## src/rtl/nrp_pkg.sv

```systemverilog
package nrp_pkg;
  typedef enum logic [1:0] {ST_OFF, ST_INIT, ST_RUN} mode_e;

  function automatic int max_code(input bit wide);
    return wide ? 41 : 31;
  endfunction
endpackage

```

## src/rtl/pin_filter.sv

```systemverilog
module pin_filter #(
  parameter int FILT_CYC = 3
) (
  input  logic clk_i,
  input  logic rst_ni,
  input  logic pin_i,
  output logic pin_o
);
  localparam int CW = $clog2(FILT_CYC + 1);

  logic          s1_q, s2_q;
  logic [CW-1:0] stab_q;

  always_ff @(posedge clk_i or negedge rst_ni) begin
    if (!rst_ni) begin
      s1_q   <= 1'b0;
      s2_q   <= 1'b0;
      stab_q <= '0;
      pin_o  <= 1'b0;
    end else begin
      s1_q <= pin_i;
      s2_q <= s1_q;
      if (s2_q == pin_o) begin
        stab_q <= '0;
      end else if (stab_q == CW'(FILT_CYC - 1)) begin
        stab_q <= '0;
        pin_o  <= s2_q;
      end else begin
        stab_q <= stab_q + 1'b1;
      end
    end
  end

  // filtered level only ever takes a value the synchroniser held
  assert_filt_src_R8: assert property (@(posedge clk_i) disable iff (!rst_ni)
    (pin_o != $past(pin_o)) |-> (pin_o == $past(s2_q)));
endmodule

```

## src/rtl/win_timer.sv

```systemverilog
module win_timer #(
  parameter int LIMIT = 80
) (
  input  logic clk_i,
  input  logic rst_ni,
  input  logic clr_i,
  input  logic run_i,
  output logic hit_o
);
  localparam int CW = $clog2(LIMIT + 1);

  logic [CW-1:0] cnt_q;

  assign hit_o = (cnt_q == CW'(LIMIT));

  always_ff @(posedge clk_i or negedge rst_ni) begin
    if (!rst_ni)             cnt_q <= '0;
    else if (clr_i)          cnt_q <= '0;
    else if (run_i && !hit_o) cnt_q <= cnt_q + 1'b1;
  end
endmodule

```

## src/rtl/pulse_accum.sv

```systemverilog
module pulse_accum #(
  parameter int CODE_W = 6,
  parameter int MAX    = 41
) (
  input  logic              clk_i,
  input  logic              rst_ni,
  input  logic              clr_i,
  input  logic              inc_i,
  output logic [CODE_W-1:0] cnt_o
);
  localparam logic [CODE_W-1:0] MAX_C = CODE_W'(MAX);

  always_ff @(posedge clk_i or negedge rst_ni) begin
    if (!rst_ni)                     cnt_o <= '0;
    else if (clr_i)                  cnt_o <= '0;
    else if (inc_i && cnt_o != MAX_C) cnt_o <= cnt_o + 1'b1;
  end

  assert_sat_hold_R6: assert property (@(posedge clk_i) disable iff (!rst_ni)
    (cnt_o == MAX_C && inc_i && !clr_i) |=> (cnt_o == MAX_C));
  assert_no_wrap_R6: assert property (@(posedge clk_i) disable iff (!rst_ni)
    cnt_o <= MAX_C);
endmodule

```

## src/rtl/neg_rail_prog.sv

```systemverilog
module neg_rail_prog
  import nrp_pkg::*;
#(
  parameter int CLK_MHZ    = 25,
  parameter int INIT_US    = 350,
  parameter int STORE_US   = 80,
  parameter int OFF_US     = 200,
  parameter int FILT_CYC   = 25,
  parameter int CODE_W     = 6,
  parameter bit WIDE_RANGE = 1'b1
) (
  input  logic              clk_i,
  input  logic              rst_ni,
  input  logic              pin_i,
  output logic              en_o,
  output logic [CODE_W-1:0] code_o,
  output logic              code_vld_o
);
  localparam int INIT_CYC  = INIT_US * CLK_MHZ;
  localparam int STORE_CYC = STORE_US * CLK_MHZ;
  localparam int OFF_CYC   = OFF_US * CLK_MHZ;
  localparam int MAX       = max_code(WIDE_RANGE);
  localparam logic [CODE_W-1:0] MAX_C = CODE_W'(MAX);

  mode_e             state_q;
  logic              pin_f, pin_q, rise;
  logic              init_hit, store_hit, off_hit, store_fire;
  logic [CODE_W-1:0] acc_cnt;

  pin_filter #(.FILT_CYC(FILT_CYC)) i_filt (
    .clk_i, .rst_ni, .pin_i, .pin_o(pin_f)
  );

  always_ff @(posedge clk_i or negedge rst_ni) begin
    if (!rst_ni) pin_q <= 1'b0;
    else         pin_q <= pin_f;
  end
  assign rise = pin_f && !pin_q;

  win_timer #(.LIMIT(INIT_CYC)) i_init_tmr (
    .clk_i, .rst_ni, .clr_i(state_q != ST_INIT), .run_i(state_q == ST_INIT), .hit_o(init_hit)
  );
  win_timer #(.LIMIT(STORE_CYC)) i_store_tmr (
    .clk_i, .rst_ni, .clr_i(!pin_f || rise || state_q != ST_RUN), .run_i(pin_f), .hit_o(store_hit)
  );
  win_timer #(.LIMIT(OFF_CYC)) i_off_tmr (
    .clk_i, .rst_ni, .clr_i(pin_f), .run_i(!pin_f), .hit_o(off_hit)
  );

  assign store_fire = (state_q == ST_RUN) && store_hit && (acc_cnt != '0);

  pulse_accum #(.CODE_W(CODE_W), .MAX(MAX)) i_acc (
    .clk_i, .rst_ni,
    .clr_i(state_q != ST_RUN || store_fire),
    .inc_i(state_q == ST_RUN && rise),
    .cnt_o(acc_cnt)
  );

  always_ff @(posedge clk_i or negedge rst_ni) begin
    if (!rst_ni) begin
      state_q    <= ST_OFF;
      code_o     <= '0;
      code_vld_o <= 1'b0;
    end else begin
      code_vld_o <= 1'b0;
      unique case (state_q)
        ST_OFF: begin
          code_o <= '0;
          if (rise) state_q <= ST_INIT;
        end
        ST_INIT: begin
          if (off_hit)       state_q <= ST_OFF;
          else if (init_hit) state_q <= ST_RUN;
        end
        ST_RUN: begin
          if (off_hit) begin
            state_q <= ST_OFF;
            code_o  <= '0;
          end else if (store_fire) begin
            code_o     <= acc_cnt;
            code_vld_o <= 1'b1;
          end
        end
        default: state_q <= ST_OFF;
      endcase
    end
  end

  assign en_o = (state_q != ST_OFF);

  assert_init_ignore_R3: assert property (@(posedge clk_i) disable iff (!rst_ni)
    (state_q == ST_INIT) |-> (acc_cnt == '0));
  assert_vld_nonzero_R4: assert property (@(posedge clk_i) disable iff (!rst_ni)
    code_vld_o |-> (code_o != '0 && en_o));
  assert_vld_pulse_R5: assert property (@(posedge clk_i) disable iff (!rst_ni)
    code_vld_o |=> !code_vld_o);
  assert_code_max_R6: assert property (@(posedge clk_i) disable iff (!rst_ni)
    code_o <= MAX_C);
  assert_off_default_R7: assert property (@(posedge clk_i) disable iff (!rst_ni)
    !en_o |-> (code_o == '0));
  assert_restart_R9: assert property (@(posedge clk_i) disable iff (!rst_ni)
    code_vld_o |-> (acc_cnt == '0));
endmodule

```

## config.mk

```make
export PLATFORM = sky130hd
export DESIGN_NAME = neg_rail_prog
export DESIGN_NICKNAME = d
export VERILOG_FILES = /design/src/rtl/nrp_pkg.sv /design/src/rtl/pin_filter.sv /design/src/rtl/win_timer.sv /design/src/rtl/pulse_accum.sv /design/src/rtl/neg_rail_prog.sv
export SDC_FILE = /design/constraint.sdc
export NUM_CORES = 1
export LEC_CHECK = 0
export ABC_AREA = 1
export BUFFER_PORTS_ARGS = -buffer_cell sky130_fd_sc_hd__buf_2
export CAP_MARGIN = 20
export CORE_MARGIN = 1
export CORE_UTILIZATION = 49
export DETAILED_ROUTE_END_ITERATION = 12
export PLACE_DENSITY_LB_ADDON = 0.1
export SYNTH_ARGS = -nofsm -noshare
export SYNTH_HDL_FRONTEND = slang
export SYNTH_HIERARCHICAL = 1
export SYNTH_SLANG_ARGS = --single-unit
```

## constraint.sdc

```tcl
create_clock -name clk_i -period 1.9 [get_ports clk_i]
set_input_delay 0.57 -clock clk_i [delete_from_list [all_inputs] [get_ports clk_i]]
set_output_delay 0.57 -clock clk_i [all_outputs]
set_load 0.03 [all_outputs]
```

== Word level (Yosys, flattened, before mapping) ==
Index checks and enable logic that the tools add are counted.

* Bits in registers: 62
* Input bits: 3
* Word-level logic and storage cells: 80

* $add $sub $neg: 5
* Eq/ne operators: 14
* Muxes and demuxes: 21
* Bitwise gates (word level): 1
* Reductions and logical operators: 27

{| class="wikitable"
|+ Operators with widths
! operator !! number
|-
| $mux 14 || 2
|-
| $mux 13 || 2
|-
| $mux 6 || 4
|-
| $mux 11 || 2
|-
| $add 14x1->14 const B || 1
|-
| $eq 14x14->1 const B || 1
|-
| $add 13x1->13 const B || 1
|-
| $eq 13x13->1 const B || 1
|-
| $pmux 6 s2 || 1
|-
| $reduce_bool 2->1 || 6
|-
| $add 11x1->11 const B || 1
|-
| $eq 11x11->1 const B || 1
|-
| $mux 5 || 2
|-
| $logic_and 1x1->1 || 8
|-
| $mux 2 || 4
|-
| $add 6x1->6 const B || 1
|-
| $ne 3x2->1 const B || 2
|-
| $ne 6x6->1 const B || 1
|-
| $pmux 2 s3 || 1
|-
| $reduce_bool 6->1 || 1
|-
| $add 5x1->5 const B || 1
|-
| $eq 5x5->1 const B || 1
|-
| $logic_not 1->1 || 5
|-
| $ne 2x1->1 const B || 2
|-
| other kinds (10) || 16
|}

== Logic depth before layout (Yosys ltp) ==
Gate-level depths: netlist (run 1).

* Depth after elaboration: 6
* Gate-level depth with buffers: 13
* Mapped depth without buffers: 13

== Cells and area by module ==
Netlist (run 1), hierarchy kept.

{| class="wikitable"
|+ Modules (own cells, without submodules)
! module !! instances !! cells each !! area each (µm²) !! seq. area each (µm²)
|-
| win_timer at i_init_tmr || 1 || 148 || 972.2 || 350.3
|-
| win_timer at i_off_tmr || 1 || 132 || 917.1 || 325.3
|-
| win_timer at i_store_tmr || 1 || 100 || 730.7 || 275.3
|-
| neg_rail_prog || 1 || 58 || 483.0 || 250.2
|-
| pulse_accum || 1 || 54 || 397.9 || 150.1
|-
| pin_filter || 1 || 41 || 376.6 || 200.2
|}

== Least setup slack after synthesis (run 1) ==
Ideal clock, no wire load.

* Kind: register to register
* Start point: reg i_store_tmr.cnt_q[0]
* End point: reg i_acc.cnt_o[5]
* Arrival: 1.547 ns
* Data required time: 1.782 ns
* Slack: 0.235 ns
* Stages on the path, launching flop included: 14
* Period minus slack after synthesis: 1.665 ns
* Path through: dfrtp_1 > inv_1 > ha_1 > nand2_1 > nor2_2 > nand3_2 > inv_1 > inv_1 > nor2_2 > nand2_4 > nand2_1 > inv_1 > nand4_1 > nand2_1

* Longest elaborated chain between the ends: 5
* Elaborated cells between the ends (all ways): 6

{| class="wikitable"
|+ RTL lines
! item !! RTL line !! RTL
|-
| start, declared || win_timer.sv:12 || <nowiki>logic [CW-1:0] cnt_q;</nowiki>
|-
| start signal, assigned || win_timer.sv:19 || <nowiki>else if (run_i && !hit_o) cnt_q <= cnt_q + 1'b1;</nowiki>
|-
| $eq 11x11->1 * || win_timer.sv:14 || <nowiki>assign hit_o = (cnt_q == CW'(LIMIT));</nowiki>
|-
| net store_hit || neg_rail_prog.sv:27 || <nowiki>logic init_hit, store_hit, off_hit, store_fire;</nowiki>
|-
| $logic_and 1x1->1 * (2 in series) || neg_rail_prog.sv:50 || <nowiki>assign store_fire = (state_q == ST_RUN) && store_hit && (acc_cnt != '0);</nowiki>
|-
| $logic_or 1x1->1 * || neg_rail_prog.sv:54 || <nowiki>.clr_i(state_q != ST_RUN || store_fire),</nowiki>
|-
| $mux 6 / $reduce_bool 2->1 (equally long branches) || n/a ||
|-
| end signal, assigned || pulse_accum.sv:16 || <nowiki>else if (inc_i && cnt_o != MAX_C) cnt_o <= cnt_o + 1'b1;</nowiki>
|-
| end, declared || pulse_accum.sv:9 || <nowiki>output logic [CODE_W-1:0] cnt_o</nowiki>
|}

The timed path passes the listed nets; every way through them passes the cells marked *.
A chain may end at the register's enable or synchronous reset.

== Final worst setup path (run 1) ==
Same ends and word-level chain as after synthesis.

==> impl_metrics.tcl, run 1 <==
set metrics [dict create \
    status "complete, no violations" \
    clk_latency_ps 340 \
    p_leak_nw 2.245 \
    grtUsageTotal_pct 20.41 \
    maxCapViolations 0 \
    syn-num-nets 546 \
    finalClockSkew_ps 8.015 \
    finalWorstSetupSlack_ps 175.6 \
    start_util_pct 50.44 \
    drive_gt1_share_pct 14.49 \
    r2r-start "i_store_tmr/cnt_q[0]" \
    synth_top_cell_by_area "dfrtp_1" \
    period_share_pct 90.76 \
    worstPathArrival_ps 1950 \
    syn2layout_area_growth_pct 12.13 \
    finalHoldViolations 0 \
    wirelength_um 7803 \
    grt_pass1_vias 3101 \
    fin_nets 567 \
    io_pins 11 \
    reg2reg_slack_ps 180 \
    rows 32 \
    nFillCells 746 \
    finish.utilization_pct 56.56 \
    min_period_ps 1724 \
    r2r_cells 13 \
    end_kind "flop" \
    vias 3310 \
    clock_path_buffers 2 \
    setup_viol 0 \
    ys_types 36 \
    die_y_um 90.96 \
    routed_via_density 5.008 \
    core_um2 7687 \
    cts_tree "yes" \
    dr.pass1.iters 4 \
    ctsHoldBuffers 0 \
    n_antenna_cell 0 \
    ir_drop_uv 338.7 \
    synth_seq_cells 62 \
    yosys-top-cells-area "dfrtp_1, nand2_1, nand3_1, inv_1, nor2_1" \
    die_area_um2 8273 \
    use_met2_pct 33.08 \
    seq_area_frac_synth_pct 40.01 \
    antenna_left 0 \
    clock-sinks 62 \
    gp_congestion 0.8182 \
    max_freq_mhz 579.9 \
    place_ws_ps 67.48 \
    met3_usage_pct 3.601 \
    drc 0 \
    syn_avg_cell_area_um2 7.275 \
    path_class "flop to flop" \
    overflow 0 \
    syn_inst 533 \
    hp-class "input pin to async pin" \
    busiest_layer "met2" \
    power_density_nw_per_um2 682.2 \
    synth.most_common_cell "nand2_1" \
    synthArstFlopShare_pct 100.0 \
    rsz0062_at_grt "no" \
    placed_cell_area_um2 4048 \
    antenna_found_initial 0 \
    clk_pin_slew_worst_paths_ps 70 \
    worst_setup_path_start_kind "flop" \
    htreeDepth 3 \
    synthTopCellsByCount "nand2_1, dfrtp_1, inv_1, nand3_1, nor2_1" \
    synth_edf_count 0 \
    synth.cell_area_um2 3877 \
    finalSetupTns_ps 0 \
    port_buffers 10 \
    power_mw 2.966 \
    dp_hpwl_um 5527 \
    grt_pass1_wl_um 13700 \
    slew_viol_final 0 \
    slew_headroom_pct 72.77 \
    final_area_um2 4348 \
    r2r_end "i_acc/cnt_o[5]" \
    met1_usage_pct 26.98 \
    grt_max_degree 63 \
    worst_slew_pin_slew_ps 408.0 \
    cp.required_ps 2130 \
    die_w_um 90.96 \
    yosysWarnings 6 \
    synth_ff_type "dfrtp_1" \
    wl_per_cell_um 11.80 \
    numCtsBuffers 9 \
    initialDrtViolationCount 170 \
    clockRootBuffer "clkbuf_8" \
    path_max_fanout 6 \
    synth_top_area_share_pct 40.01 \
]
[layer usage]
layer  up-vias  part of all wire (%)  routed length [um]
li1       1730                     -                   -
met5         -                     0                   0
met4         0                   1.1                  87
met2        53                    46                3612
met3         8                   4.1                 323
met1      1519                    48                3780
[critical path: stages (launching register included)]
cell     delay (ps)
dfrtp_1         420
inv_1           100
ha_1            150
nand2_1          60
nor2_2          110
nand3_2         110
inv_1            70
inv_1            40
nor2_2          130
nand2_4          90
nand2_2         100
inv_2            80
nand4_1         100
nand2_1          50
[power by group]
group / leakage [nW] / switching [mW] / internal [mW] / total (mW)
Combinational: 1.27 / 0.0368 / 0.0166 / 0.0533
Clock: 0.132 / 0.536 / 1.04 / 1.57
Sequential: 0.845 / 0.0103 / 1.33 / 1.34
Total: 2.25 / 0.583 / 2.38 / 2.97
[sequential cells by signal, summed over array words and instances (netlist names)]
register,count
i_init_tmr/cnt_q,14
i_off_tmr/cnt_q,13
i_store_tmr/cnt_q,11
code_o,6
i_acc/cnt_o,6
i_filt/stab_q,5
state_q,2
code_vld_o,1
i_filt/pin_o,1
i_filt/s1_q,1
i_filt/s2_q,1
pin_q,1
[cells in the final DEF (no fill, tap or decap), types with 7 or more instances in the layout]
cell type and n:
nor2_2 13, nand2_1 182, buf_2 10, nand4_1 30
nor2_1 51, o21ai_1 8, inv_1 54, buf_4 7
dfrtp_1 62, inv_2 8, ha_1 10, xor2_1 12
clkbuf_8 10, nand3_1 55
[layout make-up]
class / instances / area [um^2] / share of cell area, %
clock buffers: 10 / 137.6 / 3.165
well taps: 102 / 127.6 / 2.935
inverters: 64 / 245.2 / 5.640
multi-input cells: 398 / 2011 / 46.24
repair buffers: 19 / 142.6 / 3.281
clock inverters: 6 / 132.6 / 3.050
flip-flops and latches: 62 / 1551 / 35.68
[stage by stage]
step	instances	hold WS, ps
after global routing	661	273.1
after CTS	659	238.1
after detailed placement	643	342.8
final	661	202.8
after floorplan	533	274.4
after global placement	643	334.4
[timing repair]
action,4_1_cts,5_1_grt
resized for setup,0,2
endpoints found under the setup margin,0,7
setup buffers,0,2
[worst max-delay path by stage]
stage / from / slack [ps] / depth (start not counted) / to
final: i_store_tmr/cnt_q[0] / 180 / 13 / i_acc/cnt_o[5]
after global routing: i_store_tmr/cnt_q[0] / 20 / 13 / i_acc/cnt_o[5]
after CTS: i_store_tmr/cnt_q[0] / 60 / 13 / i_acc/cnt_o[5]
after detailed placement: i_store_tmr/cnt_q[0] / 70 / 13 / i_acc/cnt_o[5]
after global placement: i_store_tmr/cnt_q[0] / 130 / 13 / i_acc/cnt_o[5]
after floorplan: i_store_tmr/cnt_q[0] / 230 / 13 / i_acc/cnt_o[5]
[kinds of logic (layout without fill, tap and decap cells)]
kind of cell | Yosys count | count (layout) | synth area share [%]
fa+ha+maj | 10 | 10 | 3.227
simple gates | 359 | 359 | 43.18
buf+inv | 73 | 99 | 8.196
compound gates | 15 | 15 | 2.226
xor+xnor | 14 | 14 | 3.162
flops | 62 | 62 | 40.01
(Power assumes the default switching activity.)
==> inputs of run 2 (changes only) <==
SYNTH_HIERARCHICAL = unset   (was 1)
==> impl_metrics.tcl, run 2 <==
set metrics [dict create \
    status "complete, no violations" \
    ir_drop_uv 443.2 \
    grt_pass1_vias 2537 \
    min_period_ps 1824 \
    max_freq_mhz 548.3 \
    slew_viol_final 0 \
    clock_path_buffers 2 \
    die_y_um 84.12 \
    syn_inst 405 \
    grt_max_degree 63 \
    antenna_found_initial 0 \
    regMostFlops "i_init_tmr.cnt_q" \
    clk_latency_ps 330 \
    dr.pass1.iters 4 \
    htreeDepth 3 \
    routed_via_density 5.071 \
    clockRootBuffer "clkbuf_8" \
    n_antenna_cell 0 \
    crit_family "flip-flops" \
    yosysWarnings 0 \
    ys_types 33 \
    power_density_nw_per_um2 695.0 \
    worst_setup_path_start_kind "flop" \
    cpMaxStageDelayCell "dfrtp_1" \
    timing.critical_path.buf_inv 2 \
    wirelength_um 5941 \
    worst_slew_pin_slew_ps 353.5 \
    core_um2 6422 \
    finalHoldViolations 0 \
    place_ws_ps 352.2 \
    crit_chain "inv_4, nand2_1, buf_2" \
    dp_hpwl_um 4304 \
    largest_reg_flops 14 \
    synth_ff_type "dfrtp_1" \
    die_area_um2 7076 \
    drc 0 \
    synth_edf_count 0 \
    port_buffers 10 \
    grtUsageTotal_pct 19.13 \
    period_share_pct 95.99 \
    ctsHoldBuffers 0 \
    synth_top_cell_by_area "dfrtp_1" \
    start_util_pct 51.45 \
    overflow 0 \
    synthTopCellsByCount "nand2_1, dfrtp_1, nor2_1" \
    die_w_um 84.12 \
    path_class "flop to output pin" \
    final_common_cell "nand2_1" \
    antenna_left 0 \
    critPathMaxStageDelay_ps 500 \
    cp.required_ps 1330 \
    synth_seq_cells 62 \
    syn2layout_area_growth_pct 10.83 \
    path_max_fanout 9 \
    slew_headroom_pct 76.44 \
    p_leak_nw 1.716 \
    synth.cell_area_um2 3304 \
    hp-class "input pin to async pin" \
    io_pins 11 \
    yosys-top-cells-area "dfrtp_1, nand2_1, nor2_1, inv_1, nand3_1" \
    postCtsSetupBuffers 0 \
    cts-resized-gates 0 \
    rows 29 \
    finalSetupTns_ps 0 \
    synth_top_area_share_pct 46.95 \
    clock-sinks 62 \
    finalClockSkew_ps 5.933 \
    synth.most_common_cell "nand2_1" \
    syn_avg_cell_area_um2 8.159 \
    wl_per_cell_um 11.69 \
    rsz0062_at_grt "no" \
    drive_gt1_share_pct 12.76 \
    vias 2576 \
    end_kind "output pin" \
    finalWorstSetupSlack_ps 76.25 \
    gp_congestion 0.8282 \
    setup_viol 0 \
    grt_pass1_wl_um 10730 \
    reg.largest.list "i_init_tmr.cnt_q: 14 flops, i_off_tmr.cnt_q: 13 flops, i_store_tmr.cnt_q: 11 flops" \
    initialDrtViolationCount 107 \
    mostFrequentLayoutCells "nand2_1, dfrtp_1, nor2_1, inv_1, nand3_1" \
    worstPathArrival_ps 1250 \
    syn-num-nets 419 \
    numCtsBuffers 9 \
    clk_pin_slew_worst_paths_ps 70 \
    seq_area_frac_synth_pct 46.95 \
    maxCapViolations 0 \
    synthArstFlopShare_pct 100.0 \
    cts_tree "yes" \
    fin_nets 440 \
]
==> run 2: cell count changes after synthesis, moves of 4 or more <==
| cell | delta |
|---|---|
| nor2_2 | -10 |
| inv_1 | -5 |
| a21oi_1 | +20 |
| nand3_1 | -19 |
| nand4_1 | -23 |
| nor2_1 | +8 |
| nor3_1 | +14 |
| nand3_4 | +4 |
| o21ai_0 | +8 |
| nand2_1 | -104 |
| xor2_1 | -7 |
| nand3_2 | -4 |
==> run 2: final timing paths <==
check | startpoint | to | slack [ps] | cells after the start
setup / recovery | state_q[0] | en_o | 80 | 3
hold / removal | rst_ni | code_o[3] | 230 | 2
setup reg to reg | i_off_tmr.cnt_q[0] | code_o[3] | 350 | 9
hold reg to reg | i_filt.s1_q | i_filt.s2_q | 350 | 0
max in group asynchronous | rst_ni | i_off_tmr.cnt_q[11] | 1400 | 2
min in group clk_i | pin_i | i_filt.s1_q | 340 | 1
==> run 2: power by group <==
group          total, mW  internal, mW  switching, mW  leakage (nW)
sequential          1.33          1.33        0.00632         0.845
combinational     0.0503        0.0139         0.0364         0.765
clock               1.16         0.671          0.489         0.106
==> run 2: cell families (layout without fill, tap and decap cells) <==
kind of cell | after synthesis | in the layout | share of synthesized area (%)
buf+inv | 60 | 86 | 7.308
simple gates | 218 | 218 | 32.07
compound gates | 45 | 45 | 7.119
fa+ha+maj | 11 | 11 | 4.165
xor+xnor | 9 | 9 | 2.385
flops | 62 | 62 | 46.95
==> run 2: metrics by stage <==
step	instance area [um^2]	std cells	power (mW)	hold WS, ps	utilization, %
after global routing	3662	508	2.665	255.1	57.02
after detailed placement	3462	492	1.413	340.5	53.91
after floorplan	3304	405	1.375	274.4	-
final	3662	508	2.545	232.1	57.02
after CTS	3662	508	2.594	231.8	57.02
after global placement	3462	492	1.412	335.8	53.91
==> run 2: routing by layer <==
layer / GRT usage [%] / routed length, um / vias up
li1: - / - / 1348
met1: 23.35 / 2983 / 1202
met2: 32.12 / 2745 / 17
met3: 3.858 / 108 / 9
met4: 10.03 / 104 / 0
met5: 0 / 0 / -
==> run 2: cell type report <==
cell class                 count  area, um^2
clock inverter                 4       45.04
sequential                    62        1551
timing repair buffer          13       85.08
inverter                      57       217.7
tap                           77       96.34
clock buffer                  12       155.1
fill                         597        2760
multi-input combinational    283        1511
==> run 2: worst register-to-register path, stage by stage (launching register included) <==
cell     delay (ps)
dfrtp_1         410
inv_1            90
ha_1            170
nand2_1          60
nor2_1          230
nand3_4         160
nand3_4         160
nand2_4          80
nand2_1          60
nand2_1          40
==> inputs of run 3 (changes only) <==
BUFFER_PORTS_ARGS = unset   (was -buffer_cell sky130_fd_sc_hd__buf_2)
DONT_BUFFER_PORTS = 1   (was unset)
==> impl_metrics.tcl, run 3 (synthesized netlist as in run 2, its figures left out) <==
set metrics [dict create \
    slew_headroom_pct 75.51 \
    violations "negative hold slack" \
    r2r_cells 9 \
    r2r_end "code_o[2]" \
    cts-resized-gates 0 \
    rows 29 \
    cp-startpoint "state_q[0]" \
    ir_drop_uv 412.0 \
    numCtsBuffers 9 \
    antenna_left 0 \
    initialDrtViolationCount 101 \
    rsz0062_at_grt "no" \
    nFillCells 596 \
    fin_nets 428 \
    core_um2 6422 \
    clk_latency_ps 340 \
    die_area_um2 7076 \
    hp-class "input pin to async pin" \
    path_max_fanout 9 \
    p_leak_nw 1.671 \
    cts_tree "yes" \
    r2r-start "i_off_tmr.cnt_q[0]" \
    wirelength_um 5816 \
    grt_pass1_vias 2489 \
    status "complete, but fails checks" \
    gp_congestion 0.8176 \
    clock-sinks 62 \
    mostFrequentLayoutCells "nand2_1, dfrtp_1, nor2_1, inv_1, nand3_1" \
    antenna_found_initial 0 \
    reg.largest.list "i_init_tmr.cnt_q: 14 flops, i_off_tmr.cnt_q: 13 flops, i_store_tmr.cnt_q: 11 flops" \
    power_mw 2.777 \
    placed_cell_area_um2 3385 \
    final_common_cell "nand2_1" \
    die_w_um 84.12 \
    clockRootBuffer "clkbuf_8" \
    clk_pin_slew_worst_paths_ps 70 \
    postCtsSetupBuffers 0 \
    overflow 0 \
    start_util_pct 51.45 \
    min_period_ps 1808 \
    wl_per_cell_um 11.73 \
    clock_path_buffers 2 \
    largest_reg_flops 14 \
    dr.pass1.iters 4 \
    setup_viol 0 \
    grt_max_degree 63 \
    finalClockSkew_ps 9.596 \
    slew_viol_final 0 \
    cp.required_ps 1330 \
    finalSetupTns_ps 0 \
    grt_pass1_wl_um 10660 \
    worstPathArrival_ps 1240 \
    grtUsageTotal_pct 18.94 \
    power_density_nw_per_um2 763.6 \
    reg2reg_slack_ps 350 \
    max_freq_mhz 553.1 \
    final_area_um2 3637 \
    regMostFlops "i_init_tmr.cnt_q" \
    finish.utilization_pct 56.63 \
    period_share_pct 95.17 \
    worst_setup_path_start_kind "flop" \
    syn2layout_area_growth_pct 10.07 \
    io_pins 11 \
    vias 2545 \
    finalHoldViolations 62 \
    die_y_um 84.12 \
    htreeDepth 3 \
    dp_hpwl_um 4207 \
    drc 0 \
    drive_gt1_share_pct 10.50 \
    path_class "flop to output pin" \
    worst_slew_pin_slew_ps 367.3 \
    end_kind "output pin" \
    routed_via_density 5.131 \
    hold_ws_ps -85.09 \
    n_antenna_cell 0 \
    maxCapViolations 0 \
    port_buffers 0 \
]
[run 3: critical path, cell delays in order, from the launching register on]
cell and delay, ps:
dfrtp_1 500, inv_4 110, nand2_1 280
[run 3: how the worst max path moves through the flow]
stage                           end  slack [ps]  depth (start not counted)
after global routing           en_o          20                          2
after floorplan           code_o[0]         500                          9
after global placement    code_o[2]         360                          9
after CTS                      en_o          60                          2
final                          en_o          90                          2
after detailed placement  code_o[2]         350                          9
[run 3: metrics by stage]
step,setup slack (ps),std cells
floorplan,503.2,405
global placement,356.6,480
detailed placement,354.9,480
CTS,63.16,496
global route,21.40,496
finish,91.85,496
[run 3: layout make-up]
class,count,area (um^2),share of cell area [%]
tap,77,96.34,2.649
inverter,57,217.7,5.986
multi-input combinational,283,1511,41.55
clock buffer,14,192.7,5.298
timing repair buffer,1,7.507,0.2064
clock inverter,2,60.06,1.651
sequential,62,1551,42.66
[run 3: layer usage]
metal	up-vias	part of all wire, %	routed length (um)	track usage, %
met2	23	46	2655	31.00
met4	0	1.9	110	9.248
met1	1188	50	2935	24.36
li1	1323	-	-	-
met3	11	2.0	114	3.363
met5	-	0	0	0
[run 3: power by group]
part	total [mW]	internal (mW)	leakage [nW]	switching, mW
Sequential	1.33	1.33	0.845	0.00617
Clock	1.42	0.919	0.129	0.504
Combinational	0.0196	0.00817	0.698	0.0114
